[src/rtl/ldst_pkg.sv]
// Shared types for the byte-serial load/store sequencer.
package ldst_pkg;
    // Sequencer phases: idle, two address-fetch beats, two data beats.
    typedef enum logic [2:0] {
        ST_IDLE = 3'd0,
        ST_ALO  = 3'd1,
        ST_AHI  = 3'd2,
        ST_DLO  = 3'd3,
        ST_DHI  = 3'd4
    } seq_state_t;
endpackage

[src/rtl/ldst_seq_ctrl.sv]
// Phase controller. Latches the request mode bits on acceptance and steps
// through the byte beats, one per clock. Assumes the bus never stalls, so
// every beat completes in one clock.
module ldst_seq_ctrl
    import ldst_pkg::*;
(
    input  logic       clk,
    input  logic       rst_n,
    input  logic       req_valid,
    input  logic       req_write,
    input  logic       req_word,
    input  logic       req_postinc,
    input  logic       req_absolute,
    output seq_state_t state,
    output logic       accept,
    output logic       op_write,
    output logic       op_word,
    output logic       op_postinc,
    output logic       last_beat,
    output logic       done
);
    seq_state_t state_nx;

    // Take a request only from idle.
    assign accept    = (state == ST_IDLE) && req_valid;
    // The final data beat depends on the transfer size.
    assign last_beat = ((state == ST_DLO) && !op_word) || (state == ST_DHI);

    // Next-phase selection.
    always_comb begin
        state_nx = state;
        unique case (state)
            ST_IDLE: if (accept) state_nx = req_absolute ? ST_ALO : ST_DLO;
            ST_ALO:  state_nx = ST_AHI;
            ST_AHI:  state_nx = ST_DLO;
            ST_DLO:  state_nx = op_word ? ST_DHI : ST_IDLE;
            ST_DHI:  state_nx = ST_IDLE;
            default: state_nx = ST_IDLE;
        endcase
    end

    // Phase register and completion pulse.
    always_ff @(posedge clk) begin
        if (!rst_n) begin
            state <= ST_IDLE;
            done  <= 1'b0;
        end else begin
            state <= state_nx;
            done  <= last_beat;
        end
    end

    // Mode bits held for the whole transfer.
    always_ff @(posedge clk) begin
        if (!rst_n) begin
            op_write   <= 1'b0;
            op_word    <= 1'b0;
            op_postinc <= 1'b0;
        end else if (accept) begin
            op_write   <= req_write;
            op_word    <= req_word;
            op_postinc <= req_postinc;
        end
    end
endmodule

[src/rtl/ldst_addr_unit.sv]
// Address generator. Holds the immediate-byte pointer and the target address,
// assembles the target from two fetched bytes in absolute mode, selects the
// byte address per beat and produces the returned pointer. Assumes the
// address is exactly two bus bytes wide; all arithmetic wraps.
module ldst_addr_unit
    import ldst_pkg::*;
#(
    parameter int ADDR_W = 16,
    parameter int BYTE_W = 8
) (
    input  logic              clk,
    input  logic              rst_n,
    input  seq_state_t        state,
    input  logic              accept,
    input  logic [ADDR_W-1:0] req_addr,
    input  logic [BYTE_W-1:0] bus_rdata,
    input  logic              op_word,
    input  logic              op_postinc,
    input  logic              last_beat,
    output logic [ADDR_W-1:0] bus_addr,
    output logic [ADDR_W-1:0] ptr_out
);
    localparam logic [ADDR_W-1:0] ONE = ADDR_W'(1);
    localparam logic [ADDR_W-1:0] TWO = ADDR_W'(2);

    logic [ADDR_W-1:0] fetch_ptr;
    logic [ADDR_W-1:0] target;
    logic [ADDR_W-1:0] step;

    // Pointer advance for the transfer size.
    assign step = op_word ? TWO : ONE;

    // Byte address for the current beat.
    always_comb begin
        unique case (state)
            ST_ALO:  bus_addr = fetch_ptr;
            ST_AHI:  bus_addr = fetch_ptr + ONE;
            ST_DLO:  bus_addr = target;
            ST_DHI:  bus_addr = target + ONE;
            default: bus_addr = target;
        endcase
    end

    // Capture the request address and build the target in absolute mode.
    always_ff @(posedge clk) begin
        if (!rst_n) begin
            fetch_ptr <= '0;
            target    <= '0;
        end else if (accept) begin
            fetch_ptr <= req_addr;
            target    <= req_addr;
        end else if (state == ST_ALO) begin
            target[BYTE_W-1:0] <= bus_rdata;
        end else if (state == ST_AHI) begin
            target[ADDR_W-1:BYTE_W] <= bus_rdata[ADDR_W-BYTE_W-1:0];
        end
    end

    // Returned pointer, updated on the last beat.
    always_ff @(posedge clk) begin
        if (!rst_n) begin
            ptr_out <= '0;
        end else if (last_beat) begin
            ptr_out <= op_postinc ? target + step : target;
        end
    end
endmodule

[src/rtl/ldst_data_lane.sv]
// Data lane. Buffers store data, selects the byte lane per beat and assembles
// loaded bytes little-endian, zero-filling the high byte on the first beat.
module ldst_data_lane
    import ldst_pkg::*;
#(
    parameter int BYTE_W = 8,
    parameter int WORD_W = 16
) (
    input  logic              clk,
    input  logic              rst_n,
    input  seq_state_t        state,
    input  logic              accept,
    input  logic              op_write,
    input  logic [WORD_W-1:0] req_wdata,
    input  logic [BYTE_W-1:0] bus_rdata,
    output logic [BYTE_W-1:0] bus_wdata,
    output logic [WORD_W-1:0] rdata
);
    logic [WORD_W-1:0] wbuf;

    // Low lane on the first data beat, high lane on the second.
    assign bus_wdata = (state == ST_DHI) ? wbuf[WORD_W-1:BYTE_W] : wbuf[BYTE_W-1:0];

    // Store-data buffer.
    always_ff @(posedge clk) begin
        if (!rst_n)      wbuf <= '0;
        else if (accept) wbuf <= req_wdata;
    end

    // Load assembly: low byte with zero fill, then high byte.
    always_ff @(posedge clk) begin
        if (!rst_n) begin
            rdata <= '0;
        end else if (!op_write && state == ST_DLO) begin
            rdata <= {{(WORD_W-BYTE_W){1'b0}}, bus_rdata};
        end else if (!op_write && state == ST_DHI) begin
            rdata[WORD_W-1:BYTE_W] <= bus_rdata;
        end
    end
endmodule

[src/rtl/bytebus_ldst.sv]
// Top level of the byte-serial load/store sequencer. Converts one 16-bit
// load or store request into fixed one-clock byte cycles on an 8-bit bus,
// with an optional two-byte address fetch and pointer post-increment.
// Assumes the bus completes every cycle in one clock and returns read data
// before the end of the read clock.
module bytebus_ldst
    import ldst_pkg::*;
#(
    parameter int BYTE_W = 8,
    parameter int ADDR_W = 2 * BYTE_W
) (
    input  logic                  clk,
    input  logic                  rst_n,
    input  logic                  req_valid,
    input  logic                  req_write,
    input  logic                  req_word,
    input  logic                  req_postinc,
    input  logic                  req_absolute,
    input  logic [ADDR_W-1:0]     req_addr,
    input  logic [2*BYTE_W-1:0]   req_wdata,
    output logic                  busy,
    output logic                  done,
    output logic [2*BYTE_W-1:0]   rdata,
    output logic [ADDR_W-1:0]     ptr_out,
    output logic [ADDR_W-1:0]     bus_addr,
    output logic                  bus_rd,
    output logic                  bus_wr,
    output logic [BYTE_W-1:0]     bus_wdata,
    input  logic [BYTE_W-1:0]     bus_rdata
);
    localparam int WORD_W = 2 * BYTE_W;

    seq_state_t state;
    logic accept, op_write, op_word, op_postinc, last_beat;
    logic addr_beat, data_beat;

    ldst_seq_ctrl u_ctrl (
        .clk          (clk),
        .rst_n        (rst_n),
        .req_valid    (req_valid),
        .req_write    (req_write),
        .req_word     (req_word),
        .req_postinc  (req_postinc),
        .req_absolute (req_absolute),
        .state        (state),
        .accept       (accept),
        .op_write     (op_write),
        .op_word      (op_word),
        .op_postinc   (op_postinc),
        .last_beat    (last_beat),
        .done         (done)
    );

    ldst_addr_unit #(.ADDR_W(ADDR_W), .BYTE_W(BYTE_W)) u_addr (
        .clk        (clk),
        .rst_n      (rst_n),
        .state      (state),
        .accept     (accept),
        .req_addr   (req_addr),
        .bus_rdata  (bus_rdata),
        .op_word    (op_word),
        .op_postinc (op_postinc),
        .last_beat  (last_beat),
        .bus_addr   (bus_addr),
        .ptr_out    (ptr_out)
    );

    ldst_data_lane #(.BYTE_W(BYTE_W), .WORD_W(WORD_W)) u_data (
        .clk       (clk),
        .rst_n     (rst_n),
        .state     (state),
        .accept    (accept),
        .op_write  (op_write),
        .req_wdata (req_wdata),
        .bus_rdata (bus_rdata),
        .bus_wdata (bus_wdata),
        .rdata     (rdata)
    );

    // Strobe decode straight from the phase, so a beat costs no extra clock.
    assign addr_beat = (state == ST_ALO) || (state == ST_AHI);
    assign data_beat = (state == ST_DLO) || (state == ST_DHI);
    assign bus_rd    = addr_beat || (data_beat && !op_write);
    assign bus_wr    = data_beat && op_write;
    assign busy      = (state != ST_IDLE);
endmodule

[config.mk]
export PLATFORM = sky130hd
export DESIGN_NAME = bytebus_ldst
export DESIGN_NICKNAME = d
export VERILOG_FILES = /design/src/rtl/ldst_pkg.sv /design/src/rtl/ldst_seq_ctrl.sv /design/src/rtl/ldst_addr_unit.sv /design/src/rtl/ldst_data_lane.sv /design/src/rtl/bytebus_ldst.sv
export SDC_FILE = /design/constraint.sdc
export NUM_CORES = 1
export LEC_CHECK = 0
export BUFFER_PORTS_ARGS = -buffer_cell sky130_fd_sc_hd__buf_2
export CAP_MARGIN = 10
export CORE_UTILIZATION = 50
export DETAILED_ROUTE_END_ITERATION = 10
export GPL_TIMING_DRIVEN = 0
export PLACE_DENSITY_LB_ADDON = 0.3
export REMOVE_ABC_BUFFERS = 1
export SYNTH_ARGS = -nofsm -noshare
export SYNTH_HDL_FRONTEND = slang
export SYNTH_HIERARCHICAL = 1
export SYNTH_SLANG_ARGS = --single-unit
export TNS_END_PERCENT = 10
[constraint.sdc]
create_clock -name clk -period 3.7 [get_ports clk]
set_input_delay 0.74 -clock clk [delete_from_list [all_inputs] [get_ports clk]]
set_output_delay 0.74 -clock clk [all_outputs]
set_load 0.005 [all_outputs]
# Word-level counts from Yosys, hierarchy flattened
# Cells that the tools add are included.
# W data, S select, Z words.
[totals] ff_bits=87 out_inout_bits=60 word_cells=52
[classes] add_sub_neg=3 n_eq_ne=6 mux=12 bitwise=1 reduce_logical=18
[ops] cell="$pmux W16 S3" count=1
[ops] cell="$add A16 B1 Y16 const B" count=2
[ops] cell="$mux W16" count=2
[ops] cell="$mux W8" count=4
[ops] cell="$add A16 B16 Y16" count=1
[ops] cell="$pmux W3 S4" count=1
[ops] cell="$eq A3 B2 Y1 const B" count=2
[ops] cell="$logic_and A1 B1 Y1" count=6
[ops] cell="$mux W3" count=2
[ops] cell="$logic_or A1 B1 Y1" count=4
[ops] cell="$mux W2" count=2
[ops] cell="$ne A2 B2 Y1 const B" count=2
[ops] cell="$reduce_bool A2 Y1" count=2
[ops] cell="$eq A3 B1 Y1 const B" count=1
[ops] cell="$eq A3 B3 Y1 const B" count=1
[ops] cell="$logic_not A3 Y1" count=1
[ops] cell="$reduce_bool A3 Y1" count=1
[ops] cell="$logic_not A1 Y1" count=2
[ops] cell="$reduce_and A2 Y1" count=1
[ops] cell="$reduce_or A2 Y1" count=1
[ops] cell="$not A1 Y1" count=1

# Depth between registers and ports, before layout
# Gate-level depths: netlist of the first run.
[depth] word_depth=4 depth_mapped=14 mapped_depth_nobuf=10

# Cells and area by module
# Netlist of the first run, hierarchy kept.
[modules_own_cells] module="ldst_addr_unit" n_inst=1 cells_per_inst=501 area_per_inst_um2=3618.5 seq_area_each_um2=960.9
[modules_own_cells] module="ldst_data_lane" n_inst=1 cells_per_inst=133 area_per_inst_um2=1310.0 seq_area_each_um2=640.6
[modules_own_cells] module="ldst_seq_ctrl" n_inst=1 cells_per_inst=30 area_per_inst_um2=320.3 seq_area_each_um2=140.1
[modules_own_cells] module="bytebus_ldst" n_inst=1 cells_per_inst=8 area_per_inst_um2=60.1 seq_area_each_um2=0.0

# Worst setup path before layout of the first run
# No wires, ideal clock.
[synth_timing] kind="register to output" start="register u_ctrl.state[0]" end="output port bus_addr[6]" arrival_ns=2.934 setup_slack_ns=0.026 stages_incl_launch_ff=14 cell_sequence="dfxtp_1 -> buf_6 -> or3b_1 -> buf_6 -> clkbuf_1 -> o21ai_0 -> ha_1 -> buf_1 -> nand2_1 -> o2bb2ai_1 -> o21ai_0 -> or3_1 -> a31oi_1 -> nor3_1"
[synth_via] elab_chain_len=2 word_cells_on_any_way=4 cone_classes="eq/ne (3); mux (1)"
[synth_rtl] item="start, declared" line="ldst_seq_ctrl.sv:14" text="output seq_state_t state,"
[synth_rtl] item="start signal, assigned" line="ldst_seq_ctrl.sv:48" text="state <= state_nx;"
[synth_rtl] item="$eq A3 B3 Y1 (tied with other cells)" line="ldst_addr_unit.sv:35" text="unique case (state)"
[synth_rtl] item="$pmux W16 S3 (*)" line="ldst_addr_unit.sv:35"
[synth_rtl] item="end, declared" line="bytebus_ldst.sv:25" text="output logic [ADDR_W-1:0] bus_addr,"
# Every way passes the cells marked *; elsewhere a longest branch is shown, timed or not.

# Worst setup path in the final report of the first run
[layout_timing] start="register u_ctrl.state[1]" end="output port bus_addr[4]"
# The elaborated chain is that of the path after synthesis.

==> results of run 1 <==
==> cells in the final DEF, fill, tap and decap left out, drive strengths merged, types with 13 or more instances in the layout <==
| cell | n |
|---|---|
| nor2 | 44 |
| dfxtp | 87 |
| inv | 13 |
| mux2i | 36 |
| a21oi | 42 |
| nor2b | 20 |
| nand3 | 18 |
| nand2b | 19 |
| a21boi | 25 |
| nor3 | 18 |
| nand2 | 92 |
| and2 | 21 |
| buf | 126 |
| o21ai | 45 |
| o211a | 13 |
==> per-layer routing <==
metal / wire, um / vias to the layer above / track usage (%)
li1: - / 2554 / -
met1: 6805 / 2490 / 35.56
met2: 7295 / 269 / 46.26
met3: 1165 / 42 / 5.614
met4: 408 / 0 / 10.97
met5: 0 / - / 0
==> power groups by stage <==
stage,clock (W),sequential [W],combinational (W)
after floorplan,0,0.00109,0.000289
after global placement,0,0.00112,0.000432
after detailed placement,0,0.00110,0.000490
after CTS,0.000829,0.00108,0.000512
after global routing,0.000874,0.00108,0.000588
final,0.000817,0.00108,0.000538
==> worst min-delay path, delay by kind of cell, from the launching register on <==
family	cells	cell delay, ns
flops	1	0.32
compound gates	1	0.05
simple gates	1	0.05
==> synth_stat cells, types with 4 or more instances <==
library cell	instances	area, um^2
o211a_1	13	130.1
and2_1	20	125.1
a31oi_1	8	50.05
nor3b_1	4	30.03
nor2_1	43	161.4
o22ai_1	5	31.28
clkbuf_1	41	153.9
inv_1	11	41.29
a211oi_1	8	60.06
or3_1	4	25.02
nand2_1	92	345.3
o22a_1	7	61.31
a21oi_1	42	210.2
dfxtp_1	87	1742
buf_2	7	35.03
nand3_1	18	90.09
a21boi_0	25	187.7
o21ai_0	45	225.2
o21a_1	4	30.03
mux2i_1	36	360.4
nand2b_1	19	118.9
nor2b_1	20	125.1
nand4_1	7	43.79
mux2_2	10	112.6
xor2_1	8	70.07
nor3_1	18	90.09
or4_1	4	30.03
==> area by class of cell <==
class	instances	area, um^2	area share, %
Clock inverter	6	116.4	1.816
Multi-Input combinational cell	519	3379	52.75
Tap cell	136	170.2	2.656
Timing Repair Buffer	128	822.0	12.83
Clock buffer	9	123.9	1.934
Sequential cell	87	1753	27.36
Inverter	11	41.29	0.6445
==> stage by stage <==
| step | utilization (%) | TNS, ns | setup WS (ns) |
|---|---|---|---|
| after floorplan | - | -2.398 | -0.5386 |
| after global placement | 55.79 | -50.89 | -1.727 |
| after detailed placement | 56.77 | -8.390 | -1.180 |
| after CTS | 61.00 | 0 | 0.007599 |
| after global routing | 62.05 | -0.002981 | -0.002981 |
| final | 62.05 | 0 | 0.05686 |
==> what timing repair did <==
action,CTS,global route
gates cloned,1,1
setup endpoints to repair,14,9
buffers inserted,7,6
pin swaps,4,3
hold buffers,0,0
endpoints found under the hold margin,0,0
resized for setup,21,4
==> how the worst min path moves through the flow <==
| stage | from | end | slack (ns) | cells after the start |
|---|---|---|---|---|
| final | u_data/rdata[10] | u_data/rdata[10] | 0.47 | 2 |
| after global routing | u_data/rdata[10] | u_data/rdata[10] | 0.49 | 2 |
| after CTS | u_data/rdata[10] | u_data/rdata[10] | 0.46 | 2 |
| after detailed placement | u_data/rdata[10] | u_data/rdata[10] | 0.45 | 2 |
| after global placement | u_data/rdata[8] | u_data/rdata[8] | 0.44 | 2 |
| after floorplan | u_data/rdata[10] | u_data/rdata[10] | 0.45 | 2 |
==> sequential cells by signal, summed over array words and instances (netlist names) <==
signal and flops:
u_addr/fetch_ptr 16, u_addr/ptr_out 16, u_addr/target 16, u_ctrl/done 1
u_ctrl/op_postinc 1, u_data/rdata 16, u_ctrl/state 3, u_ctrl/op_write 1
u_ctrl/op_word 1, u_data/wbuf 16
==> kinds of logic after synthesis <==
family	Yosys count	share of synthesized area, %
buf+inv	66	5.491
fa+ha+maj	4	1.084
compound gates	177	21.66
flops	87	32.81
mux	46	8.909
xor+xnor	11	1.815
simple gates	281	28.23
==> run summary, run 1 <==
status - finished, final reports clean
nets@finish - 807
Tot GR Track Use - 27.93%
vias per cell - 5.977
fin. max-slew vios - 0
Antenna Cells - 0
sequential area share after synthesis - 32.81%
Final Setup Violations - 0
CP endpoint kind - output port
Worst R2R End - u_addr/ptr_out[12]
RSZ-0062 raised after global routing - yes
element type at the critical path start - flop
CP startpoint - u_ctrl/state[1]
Sw Ratio - 29.92%
CTS tree - built
gr ovfl total - 0
critical path, cell by cell - buf_12 -> or3b_4 -> o21ai_2 -> ha_2 -> nand2_1 -> o2bb2ai_4 -> nand2_1 -> o22a_1 -> o22a_1 -> o211a_1 -> buf_2
layout cells sized above 1 - 24.21%
Worst Max-Slew Pin Slew - 1.248 ns
clock-pin transition on the worst setup and hold timing paths - 0.10 ns
number of filler cells placed in the layout - 939
CP max FO - 29
Max-slew headroom - 16.46%
Post-synth EDFFs - 0
Logic pwr share - 22.1%
violation count after the first detailed-route iteration - 415
H-tree lvl count - 3
Clock Skew - 0.01267 ns
Ys Warns - 6
Die Wd - 105.0 um
Sink Count - 87
crit path time final - 3.643 ns
first-pass iteration count of the detailed router - 5
vias - 5355
Worst EP required - 2.96 ns
CP delay by family, top - compound AO/OA/AOI/OAI gates
CP Depth - 11
RePlAce Congestion - 0.9088
Cells after DPL - 865
vias in the first global route - 4966
total power - 0.002432 W
IO Count - 107
Die Footprint - 0.01103 mm^2
Row Count - 37
Yosys cell types - 69
Max-Cap Viols - 0
Fin. Hold Viols - 0
worst min path class - flop to flop
Detailed Place HPWL - 9950 um
Clk pwr share - 33.6%
Mapped Cells - 672
largest net degree at the start of global routing - 83
sequential power share - 44.3%
CTS max path bufs - 2
maximum clock rate - 274.5 MHz
Crit-path slowest cell - or3b_4
post-route ant nets - 0
reg2reg setup slack - 1.15 ns
synthesis-stage register bit count - 87
core area - 0.01032 mm^2
top_reg_cell synth - dfxtp_1
total CTS buffers - 9
Critical path buffers and inverters - 2
PD cells - 379.7 mW/mm^2
Critical Path Max Stage Delay - 0.42 ns
DRT Wirelength - 15680 um
RR Startpoint - u_addr/target[0]
WP data arrival - 2.90 ns
crit path capture - bus_addr[4]
Design Area, Final - 0.006406 mm^2
final hold slack - 0.4657 ns
initial core utilization - 51.42%
P_int - 0.001705 W
clock latency on the worst-skew pair - 0.36 ns
CTS root buffer - clkbuf_8
Psw - 0.0007278 W
syn_area_per_cell - 7.900 um^2
die height - 105.0 um
first-pass GRT wire length - 24700 um
drt wl/cell - 17.49 um
placed cell area - 0.005861 mm^2
Reg2Reg Depth - 7
share of synthesized registers carrying an async set or reset - 0%
area grow syn2layout - 20.67%
synthesized area - 0.005309 mm^2
initial antenna violation count - 0
critical path class - flop to output port
drt drc - 0
Final Cycle Share - 98.46%
Layout Cells excl Fill - 896
Pleak - 2.584 nW
port bufs - 106
Worst VDD drop - 0.2404 mV
Note: power is estimated with default switching activity, not from simulation.
==> inputs of run 2 (changes only) <==
CORE_ASPECT_RATIO = 1.2   (was default)
==> run 2 against run 1 <==
Net effect:
- register-to-register slack gained 0.02 ns
- utilization grew 1.1 points
- die area is essentially flat
- critical endpoint is now bus_addr[14]
- clock skew fell by 0.0081 ns
- critical path depth down 2
- clock power up 11%
- combinational power fell by 2%
- sequential cell count unchanged
- count of clock-buffer cells in the layout up 4
- global-route usage down 0.27 points
- sequential power is essentially flat
- sequential share of layout area is essentially flat
==> run summary, run 2 (synthesis results as in run 1) <==
PD cells - 392.2 mW/mm^2 (+3.3%)
vias per cell - 6.079 (+1.7%)
vias - 5386 (+0.58%)
drt wl/cell - 17.69 um (+1.1%)
Worst Max-Slew Pin Slew - 1.257 ns (+0.008647 ns)
Final Cycle Share - 97.90% (-0.56 points)
RePlAce Congestion - 0.8728 (-4.0%)
port bufs - 106 (unchanged)
violation count after the first detailed-route iteration - 383 (-7.7%)
Clock Skew - 0.004525 ns (-0.008141 ns)
Row Count - 40 (+8.1%)
setup_tns - 0 ns (unchanged)
Crit-path slowest cell - or3b_4
gr ovfl total - 0 (unchanged)
WP data arrival - 2.88 ns (-0.02 ns)
core area - 0.01016 mm^2 (-1.6%)
Final Setup Violations - 0 (unchanged)
initial core utilization - 52.25% (+0.83 points)
H-tree lvl count - 3 (unchanged)
final core occ - 63.17% (+1.1 points)
status - finished, final reports clean
drt drc - 0 (unchanged)
Pleak - 2.592 nW (+0.30%)
Die Footprint - 0.01104 mm^2 (about the same)
met3 track demand over resource - 5.357% (-0.26 points)
CTS tree - built
DRT Wirelength - 15680 um (unchanged)
critical path class - flop to output port
post-route ant nets - 0 (unchanged)
M2 GR Usage - 45.67% (-0.59 points)
Fin. Hold Viols - 0 (unchanged)
busiest layer in global routing - met2
Worst EP required - 2.96 ns (about the same)
total CTS buffers - 9 (unchanged)
maximum clock rate - 276.1 MHz (+0.57%)
crit path time final - 3.622 ns (-0.02076 ns)
first-pass GRT wire length - 23660 um (-4.2%)
Sink Count - 87 (unchanged)
die height - 114.9 um (+9.4%)
Max-slew headroom - 15.89% (-0.58 points)
CTS root buffer - clkbuf_16
Worst VDD drop - 0.2938 mV (+22%)
IO Count - 107 (unchanged)
fin. max-slew vios - 0 (unchanged)
largest net degree at the start of global routing - 83 (unchanged)
most frequent cells in the layout - buf_2, nand2_1, dfxtp_1
layout cells sized above 1 - 23.82% (-0.39 points)
leading cell type in the layout, fill and taps excluded - buf_2
Die Wd - 96.07 um (-8.5%)
critical path, cell by cell - buf_12 -> or3b_4 -> buf_4 -> nor4_4 -> o211ai_1 -> o21ai_0 -> a21oi_1 -> a211oi_2 -> buf_2
clock latency on the worst-skew pair - 0.34 ns (-0.02 ns)
CTS max path bufs - 2 (unchanged)
worst min path class - flop to flop
element type at the critical path start - flop
Antenna Cells - 0 (unchanged)
Critical Path Max Stage Delay - 0.43 ns (about the same)
clock-pin transition on the worst setup and hold timing paths - 0.06 ns (-0.04 ns)
first-pass iteration count of the detailed router - 6 (+1)
CP max FO - 28 (-3.4%)
nets@finish - 806 (-0.12%)
RSZ-0062 raised after global routing - yes
vias in the first global route - 4941 (-0.50%)
area grow syn2layout - 20.88%
GR Util met1 - 34.33% (-1.2 points)
Tot GR Track Use - 27.67% (-0.27 points)
Max-Cap Viols - 0 (unchanged)
CP endpoint kind - output port
initial antenna violation count - 0 (unchanged)
Detailed Place HPWL - 10160 um (+2.1%)
## run 2: repair_timing
item | CTS | global route
pin swaps | 4 | 5
gates cloned | 0 | 2
gates resized for setup | 17 | 9
setup buffers | 5 | 8
hold buffers | 0 | 0
endpoints found under the setup margin | 14 | 9
## run 2: area by class of cell
cell class,instances,area [um^2]
Clock inverter,3,42.54
Fill cell,916,3742
Timing Repair Buffer,127,799.5
Inverter,11,41.29
Sequential cell,87,1753
Tap cell,126,157.7
Multi-Input combinational cell,519,3373
Clock buffer,13,250.2
## run 2: worst paths after layout
check	startpoint	to	slack, ns	depth (start not counted)
min	u_data/rdata[11]	u_data/rdata[11]	0.46	2
min reg2reg	u_data/rdata[11]	u_data/rdata[11]	0.46	2
max	u_ctrl/state[0]	bus_addr[14]	0.08	9
max reg2reg	u_addr/target[0]	u_addr/ptr_out[12]	1.17	7
## run 2: where the power goes
part           internal (W)  switching [W]
logic              0.000254       0.000274
registers          0.000995      0.0000870
clock network      0.000541       0.000365
## run 2: metrics by stage
step	std cells	setup slack, ns	cell area (um^2)	total power (W)	hold WS (ns)
floorplan	617	-0.5386	5059	0.001382	0.4527
global placement	849	-1.696	5747	0.001556	0.4430
detailed placement	854	-1.103	5829	0.001587	0.4466
CTS	875	-0.0005882	6245	0.002496	0.4558
global route	886	-0.006943	6417	0.002631	0.4726
finish	886	0.07762	6417	0.002517	0.4578
## run 2: layer usage
metal	vias up	part of all wire, %
met5	-	0
met4	0	3.2
met3	42	7.7
met2	278	48
met1	2522	41
li1	2544	-
## run 2: critical path: cells and delay by family, from the launching register on
| kind | cells | cell delay [ns] |
|---|---|---|
| simple gates | 2 | 0.80 |
| buf+inv | 3 | 0.56 |
| flops | 1 | 0.39 |
| compound gates | 4 | 0.78 |
